===== config.mk =====
export PLATFORM = sky130hd
export DESIGN_NAME = smt_tlb
export DESIGN_NICKNAME = d
export VERILOG_FILES = /design/src/rtl/tlb_pkg.sv /design/src/rtl/tlb_cam.sv /design/src/rtl/tlb_prio.sv /design/src/rtl/smt_tlb.sv
export SDC_FILE = /design/constraint.sdc
export NUM_CORES = 2
export LEC_CHECK = 0
export CORE_AREA = 4 4 442 444
export DETAILED_ROUTE_END_ITERATION = 8
export DIE_AREA = 0 0 446 448
export PLACE_DENSITY_LB_ADDON = 0.1
export SLEW_MARGIN = 15
export SYNTH_ARGS = -nofsm -noshare
export SYNTH_HDL_FRONTEND = slang
export SYNTH_SLANG_ARGS = --single-unit

===== constraint.sdc =====
create_clock -name clk -period 3.85 [get_ports clk]
set_input_delay 0.77 -clock clk [delete_from_list [all_inputs] [get_ports clk]]
set_output_delay 0.77 -clock clk [all_outputs]
set_load 0.01 [all_outputs]

===== src/rtl/tlb_pkg.sv =====
package tlb_pkg;
    parameter int VPN_W  = 36;
    parameter int PPN_W  = 28;
    parameter int PCID_W = 12;

    typedef struct packed {
        logic              valid;
        logic              tid;
        logic [PCID_W-1:0] pcid;
        logic [VPN_W-1:0]  vpn;
        logic [PPN_W-1:0]  ppn;
    } tlb_entry_t;
endpackage


===== src/rtl/tlb_cam.sv =====
module tlb_cam
    import tlb_pkg::*;
#(
    parameter int N = 16
) (
    input  tlb_entry_t [N-1:0]      ents,
    input  logic       [N-1:0]      region,
    input  logic                    pcid_en,
    input  logic                    part_mode,
    input  logic                    tid,
    input  logic       [VPN_W-1:0]  vpn,
    input  logic       [PCID_W-1:0] pcid,
    output logic       [N-1:0]      match
);
    for (genvar g = 0; g < N; g++) begin : g_ent
        logic tag_ok;
        assign tag_ok   = pcid_en ? (ents[g].pcid == pcid)
                                  : (part_mode | (ents[g].tid == tid));
        assign match[g] = ents[g].valid & region[g] & (ents[g].vpn == vpn) & tag_ok;
    end
endmodule


===== src/rtl/tlb_prio.sv =====
module tlb_prio #(
    parameter int N = 16,
    localparam int IDX_W = $clog2(N)
) (
    input  logic [N-1:0]     req,
    output logic             any,
    output logic [IDX_W-1:0] idx
);
    always_comb begin
        any = |req;
        idx = '0;
        for (int i = N - 1; i >= 0; i--) begin
            if (req[i]) idx = IDX_W'(i);
        end
    end
endmodule


===== src/rtl/smt_tlb.sv =====
module smt_tlb
    import tlb_pkg::*;
#(
    parameter int ENTRIES = 16
) (
    input  logic              clk,
    input  logic              rst_n,
    input  logic              part_mode,
    input  logic              pcid_en,
    input  logic              lk_valid,
    input  logic              lk_tid,
    input  logic [VPN_W-1:0]  lk_vpn,
    input  logic [PCID_W-1:0] lk_pcid,
    input  logic              fill_valid,
    input  logic              fill_tid,
    input  logic [VPN_W-1:0]  fill_vpn,
    input  logic [PCID_W-1:0] fill_pcid,
    input  logic [PPN_W-1:0]  fill_ppn,
    input  logic              flush_valid,
    input  logic              flush_tid,
    input  logic [PCID_W-1:0] flush_pcid,
    output logic              rsp_valid,
    output logic              rsp_hit,
    output logic [PPN_W-1:0]  rsp_ppn
);
    localparam int IDX_W  = $clog2(ENTRIES);
    localparam int HALF_W = IDX_W - 1;

    typedef struct packed {
        tlb_entry_t [ENTRIES-1:0]    ent;
        logic       [IDX_W-1:0]      rr_all;
        logic       [1:0][HALF_W-1:0] rr_half;
        logic                        rsp_v;
        logic                        rsp_hit;
        logic       [PPN_W-1:0]      rsp_ppn;
    } state_t;

    state_t st_d, st_q;

    // Region masks: all entries when shared, the thread's half when partitioned
    logic [ENTRIES-1:0] lk_region, fill_region;
    for (genvar g = 0; g < ENTRIES; g++) begin : g_region
        localparam logic [IDX_W-1:0] GI = IDX_W'(g);
        assign lk_region[g]   = ~part_mode | (GI[IDX_W-1] == lk_tid);
        assign fill_region[g] = ~part_mode | (GI[IDX_W-1] == fill_tid);
    end

    // Flush stage: applied before the fill of the same cycle
    tlb_entry_t [ENTRIES-1:0] ent_fl;
    logic       [ENTRIES-1:0] free_vec;
    always_comb begin
        ent_fl = st_q.ent;
        for (int i = 0; i < ENTRIES; i++) begin
            if (flush_valid && ent_fl[i].valid &&
                (pcid_en ? (ent_fl[i].pcid == flush_pcid) : (ent_fl[i].tid == flush_tid)))
                ent_fl[i].valid = 1'b0;
            free_vec[i] = ~ent_fl[i].valid & fill_region[i];
        end
    end

    logic [ENTRIES-1:0] lk_match, fill_match;
    logic               lk_any, fm_any, fr_any;
    logic [IDX_W-1:0]   lk_idx, fm_idx, fr_idx;

    tlb_cam #(.N(ENTRIES)) u_lk_cam (
        .ents(st_q.ent), .region(lk_region), .pcid_en(pcid_en), .part_mode(part_mode),
        .tid(lk_tid), .vpn(lk_vpn), .pcid(lk_pcid), .match(lk_match)
    );
    tlb_cam #(.N(ENTRIES)) u_fill_cam (
        .ents(ent_fl), .region(fill_region), .pcid_en(pcid_en), .part_mode(part_mode),
        .tid(fill_tid), .vpn(fill_vpn), .pcid(fill_pcid), .match(fill_match)
    );
    tlb_prio #(.N(ENTRIES)) u_lk_prio   (.req(lk_match),   .any(lk_any), .idx(lk_idx));
    tlb_prio #(.N(ENTRIES)) u_fill_prio (.req(fill_match), .any(fm_any), .idx(fm_idx));
    tlb_prio #(.N(ENTRIES)) u_free_prio (.req(free_vec),   .any(fr_any), .idx(fr_idx));

    always_comb begin
        logic [IDX_W-1:0] wr_idx;
        wr_idx = '0;
        st_d   = st_q;

        st_d.rsp_v   = lk_valid;
        st_d.rsp_hit = lk_valid & lk_any;
        st_d.rsp_ppn = (lk_valid & lk_any) ? st_q.ent[lk_idx].ppn : '0;

        st_d.ent = ent_fl;
        if (fill_valid) begin
            if (fm_any) begin
                wr_idx = fm_idx;
            end else if (fr_any) begin
                wr_idx = fr_idx;
            end else if (part_mode) begin
                wr_idx = {fill_tid, st_q.rr_half[fill_tid]};
                st_d.rr_half[fill_tid] = st_q.rr_half[fill_tid] + 1'b1;
            end else begin
                wr_idx = st_q.rr_all;
                st_d.rr_all = st_q.rr_all + 1'b1;
            end
            st_d.ent[wr_idx].valid = 1'b1;
            st_d.ent[wr_idx].tid   = fill_tid;
            st_d.ent[wr_idx].pcid  = fill_pcid;
            st_d.ent[wr_idx].vpn   = fill_vpn;
            st_d.ent[wr_idx].ppn   = fill_ppn;
        end
    end

    always_ff @(posedge clk or negedge rst_n) begin
        if (!rst_n) st_q <= '0;
        else        st_q <= st_d;
    end

    assign rsp_valid = st_q.rsp_v;
    assign rsp_hit   = st_q.rsp_hit;
    assign rsp_ppn   = st_q.rsp_ppn;

    // Observation vectors for the bound checker
    logic [ENTRIES-1:0] vld_vec, tid_vec;
    always_comb begin
        for (int i = 0; i < ENTRIES; i++) begin
            vld_vec[i] = st_q.ent[i].valid;
            tid_vec[i] = st_q.ent[i].tid;
        end
    end
endmodule


==> load_flow_metrics.sql <==
INSERT INTO impl_metrics (metric_group, metric, value, unit) VALUES
('run_status', 'status', 'complete, but fails checks', ''),
('run_status', 'failed_checks', 'negative setup slack', ''),
('logic_synthesis', 'ys_async_rst_share', '100.0', '%'),
('worst_setup_path', 'r2r_slack', '-520', 'ps'),
('floorplan', 'fp.dieArea', '199800', 'um^2'),
('min_path', 'hp-start', 'fill_vpn[11]', ''),
('logic_synthesis', 'synth_nets', '6655', ''),
('placed_design', 'dp_hpwl', '248400', 'um'),
('worst_setup_path', 'worst_path_dominant_cell_family', 'simple AND/OR/NAND/NOR gates', ''),
('global_routing', 'grt_max_degree', '97', ''),
('floorplan', 'die_x', '446', 'um'),
('drt', 'detail-route-antenna-nets', '0', ''),
('clock_tree', 'clock_tree.htree_level_count', '4', ''),
('floorplan', 'floorplan.initialDensity', '39.76', '%'),
('timing', 'fin_crit', '4367', 'ps'),
('logic_synthesis', 'synth_simple_gate_area_share', '8.482', '%'),
('power', 'combinationalPowerShare', '42.5', '%'),
('worst_setup_path', 'cpPeakStageDelay', '550', 'ps'),
('worst_setup_path', 'cp-end-kind', 'flip-flop', ''),
('worst_setup_path', 'worstPathBufferInverterCount', '5', ''),
('timing', 'setup_viol', '1275', ''),
('timing', 'layout_worst_path_cycle_share', '113.4', '%'),
('clock_tree', 'clk_pin_slew', '60', 'ps'),
('logic_synthesis', 'post_synth_xor_area_fraction', '20.26', '%'),
('power', 'power.switching', '23.75', 'mW'),
('power', 'power_report.internal_total', '45.29', 'mW'),
('logic_synthesis', 'synthMostInstantiatedCell', 'sky130_fd_sc_hd__dfrtp_1', ''),
('power', 'p_leak', '48.54', 'nW'),
('timing', 'relSlewSlack', '24.34', '%'),
('worst_setup_path', 'timing.critical_path.slowest_stage_cell', 'sky130_fd_sc_hd__or4_4', ''),
('drt', 'detailedRoute.firstIterationViolations', '5593', ''),
('logic_synthesis', 'synth_area_per_cell', '11.70', 'um^2'),
('timing', 'finalHoldViolations', '0', ''),
('timing', 'clock.fmax', '0.2290', 'GHz'),
('logic_synthesis', 'post-synth-top-area-fraction', '42.32', '%'),
('min_path', 'min_path_cells', '2', ''),
('clock_tree', 'cts_num_sinks', '1288', ''),
('logic_synthesis', 'synth_edf_count', '0', ''),
('timing', 'fin_worst_skew', '51.40', 'ps'),
('logic_synthesis', 'synth-compound-area-share', '2.983', '%'),
('clock_tree', 'clock_tree.buffer_depth', '3', ''),
('logic_synthesis', 'synth_seq_area_share', '42.32', '%'),
('power', 'cellPowerDensity', '643.7', 'nW/um^2'),
('worst_setup_path', 'timing.critical_path.arrival', '5070', 'ps'),
('power', 'finalPower', '69.05', 'mW'),
('logic_synthesis', 'netlist_instances', '6507', ''),
('clock_tree', 'cts_root_buffer', 'sky130_fd_sc_hd__clkbuf_16', ''),
('worst_setup_path', 'timing.critical_path.from_type', 'flip-flop', ''),
('floorplan', 'die_height', '448', 'um'),
('clock_tree', 'clock_latency', '840', 'ps'),
('timing', 'timing.final.ws_setup', '-516.8', 'ps'),
('drt', 'detail_route.wl_per_cell', '30.64', 'um'),
('logic_synthesis', 'synthesis.area', '76160', 'um^2'),
('logic_synthesis', 'synth_top_family_by_area', 'multiplexers', ''),
('drt', 'route.final.wire_length', '340000', 'um'),
('floorplan', 'floorplan.io_pins', '176', ''),
('drt', 'vias_per_cell', '5.616', ''),
('worst_setup_path', 'cp_cell_sequence', 'xnor2_2 -> buf_4 -> nand4_1 -> nor4_4 -> buf_6 -> nand3_4 -> or4_4 -> buf_6 -> and4b_4 -> and4b_4 -> and4b_4 -> a21oi_4 -> buf_6 -> and2_4 -> nand2_4 -> buf_16 -> mux2_1', ''),
('global_routing', 'first_pass_grt_wire_length', '475600', 'um'),
('power', 'irDropWorstVdd', '0.0004402', 'V'),
('min_path', 'hold_class', 'in2reg', ''),
('finish', 'stdcell_count', '11100', ''),
('logic_synthesis', 'synth.top_cells.by_area', 'sky130_fd_sc_hd__dfrtp_1, sky130_fd_sc_hd__mux2_2, sky130_fd_sc_hd__xnor2_1, sky130_fd_sc_hd__xor2_1, sky130_fd_sc_hd__nand4_1', ''),
('worst_setup_path', 'setup.worst_path.class', 'reg2reg', ''),
('worst_setup_path', 'r2r.worst_path.cells', '17', ''),
('clock_tree', 'cts_tree', 'yes', ''),
('drt', 'post-route-drc-count', '0', ''),
('clock_tree', 'cts_made_buffers', '158', ''),
('global_routing', 'antenna_found_initial', '22', ''),
('floorplan', 'num_rows', '161', ''),
('worst_setup_path', 'path_max_fanout', '38', '');
## worst max-delay path by stage
| stage | start | endpoint | slack (ps) | cells after the start |
|---|---|---|---|---|
| 2_1_floorplan | flush_pcid[9] | flip-flop | -70 | 17 |
| 3_3_place_gp | part_mode | rsp_ppn[24] | -2120 | 19 |
| 3_5_place_dp | part_mode | rsp_ppn[24] | -2130 | 19 |
| 4_1_cts | flip-flop | flip-flop | -390 | 19 |
| 5_1_grt | flip-flop | flip-flop | -560 | 20 |
| 6_report | flip-flop | flip-flop | -520 | 17 |
## worst reg2reg max path, cell delays in order (launching register included)
cell and delay (ps):
sky130_fd_sc_hd__dfrtp_1 400, sky130_fd_sc_hd__xnor2_2 180, sky130_fd_sc_hd__buf_4 140, sky130_fd_sc_hd__nand4_1 160
sky130_fd_sc_hd__nor4_4 370, sky130_fd_sc_hd__buf_6 220, sky130_fd_sc_hd__nand3_4 110, sky130_fd_sc_hd__or4_4 550
sky130_fd_sc_hd__buf_6 130, sky130_fd_sc_hd__and4b_4 190, sky130_fd_sc_hd__and4b_4 200, sky130_fd_sc_hd__and4b_4 200
sky130_fd_sc_hd__a21oi_4 160, sky130_fd_sc_hd__buf_6 120, sky130_fd_sc_hd__and2_4 300, sky130_fd_sc_hd__nand2_4 150
sky130_fd_sc_hd__buf_16 210, sky130_fd_sc_hd__mux2_1 440
## layout by cell type, fill, tap and decap left out, types with 17 or more instances in the layout
cell,Yosys,final
sky130_fd_sc_hd__xnor2_1,1101,1025
sky130_fd_sc_hd__nor2_1,65,54
sky130_fd_sc_hd__buf_8,2,17
sky130_fd_sc_hd__buf_12,0,332
sky130_fd_sc_hd__nand3_1,98,89
sky130_fd_sc_hd__clkdlybuf4s50_1,0,63
sky130_fd_sc_hd__buf_2,319,82
sky130_fd_sc_hd__a221oi_1,55,37
sky130_fd_sc_hd__o22ai_1,28,21
sky130_fd_sc_hd__clkbuf_8,0,42
sky130_fd_sc_hd__nand2_1,83,73
sky130_fd_sc_hd__xnor2_2,0,72
sky130_fd_sc_hd__mux2_1,213,109
sky130_fd_sc_hd__a21oi_1,25,17
sky130_fd_sc_hd__nor3_1,71,57
sky130_fd_sc_hd__buf_6,48,63
sky130_fd_sc_hd__mux2_2,992,958
sky130_fd_sc_hd__clkbuf_1,121,38
sky130_fd_sc_hd__mux2i_1,149,148
sky130_fd_sc_hd__mux2_4,85,223
sky130_fd_sc_hd__inv_1,25,25
sky130_fd_sc_hd__clkinv_2,0,18
sky130_fd_sc_hd__xor2_1,661,659
sky130_fd_sc_hd__buf_16,0,28
sky130_fd_sc_hd__nor4_2,1,45
sky130_fd_sc_hd__nand4_1,399,399
sky130_fd_sc_hd__clkbuf_16,0,176
sky130_fd_sc_hd__nor4_1,247,193
sky130_fd_sc_hd__dfrtp_1,1288,1288
sky130_fd_sc_hd__o21ai_0,59,54
sky130_fd_sc_hd__buf_4,88,1728
## final cells by class
type / count / area, um^2
Timing Repair Buffer: 2359 / 23140
Multi-Input combinational cell: 4610 / 43210
Clock inverter: 42 / 696.9
Tap cell: 2526 / 3161
Sequential cell: 1288 / 32230
Clock buffer: 239 / 4700
Inverter: 27 / 102.6
Fill cell: 16370 / 84310
Antenna cell: 8 / 20.02
## power groups by stage
| stage | registers [mW] | clock network, mW | logic [mW] |
|---|---|---|---|
| CTS | 24.0 | 15.9 | 28.6 |
| finish | 24.1 | 15.6 | 29.3 |
| global route | 24.7 | 16.5 | 31.3 |
| detailed placement | 24.1 | 0 | 27.7 |
| floorplan | 23.5 | 0 | 15.2 |
| global placement | 23.9 | 0 | 27.3 |
## stage by stage
stage | instance area [um^2] | setup WS [ps]
floorplan | 77270 | -71.78
global placement | 97050 | -2118
detailed placement | 97050 | -2128
CTS | 105700 | -389.1
global route | 107300 | -556.1
finish | 107300 | -516.8
## kinds of logic (layout without fill, tap and decap cells)
group,count (synthesis),count (layout)
and+or+nand+nor,1103,1105
DFF,1288,1288
adders and majority gates,2,2
xor gates and xnor gates,1762,1762
muxes,1439,1439
other,0,8
AOI/OAI and AO/OA,302,302
buffers and inverters,611,2667
## timing repair
item,4_1_cts,5_1_grt
gates resized for setup,371,158
hold buffers,1,0
endpoints found under the setup margin,1277,1283
cloned,22,21
buffers inserted,96,42
pin swaps,96,62
endpoints found under the hold margin,30,0
## per-layer routing
| layer | wire [um] | vias to the layer above | GRT usage (%) |
|---|---|---|---|
| li1 | - | 26950 | - |
| met1 | 149200 | 32450 | 46.64 |
| met2 | 149900 | 2278 | 51.18 |
| met3 | 24230 | 642 | 5.597 |
| met4 | 16680 | 8 | 13.13 |
| met5 | 51 | - | 0 |
No activity file was read; power rests on OpenSTA's default activity.
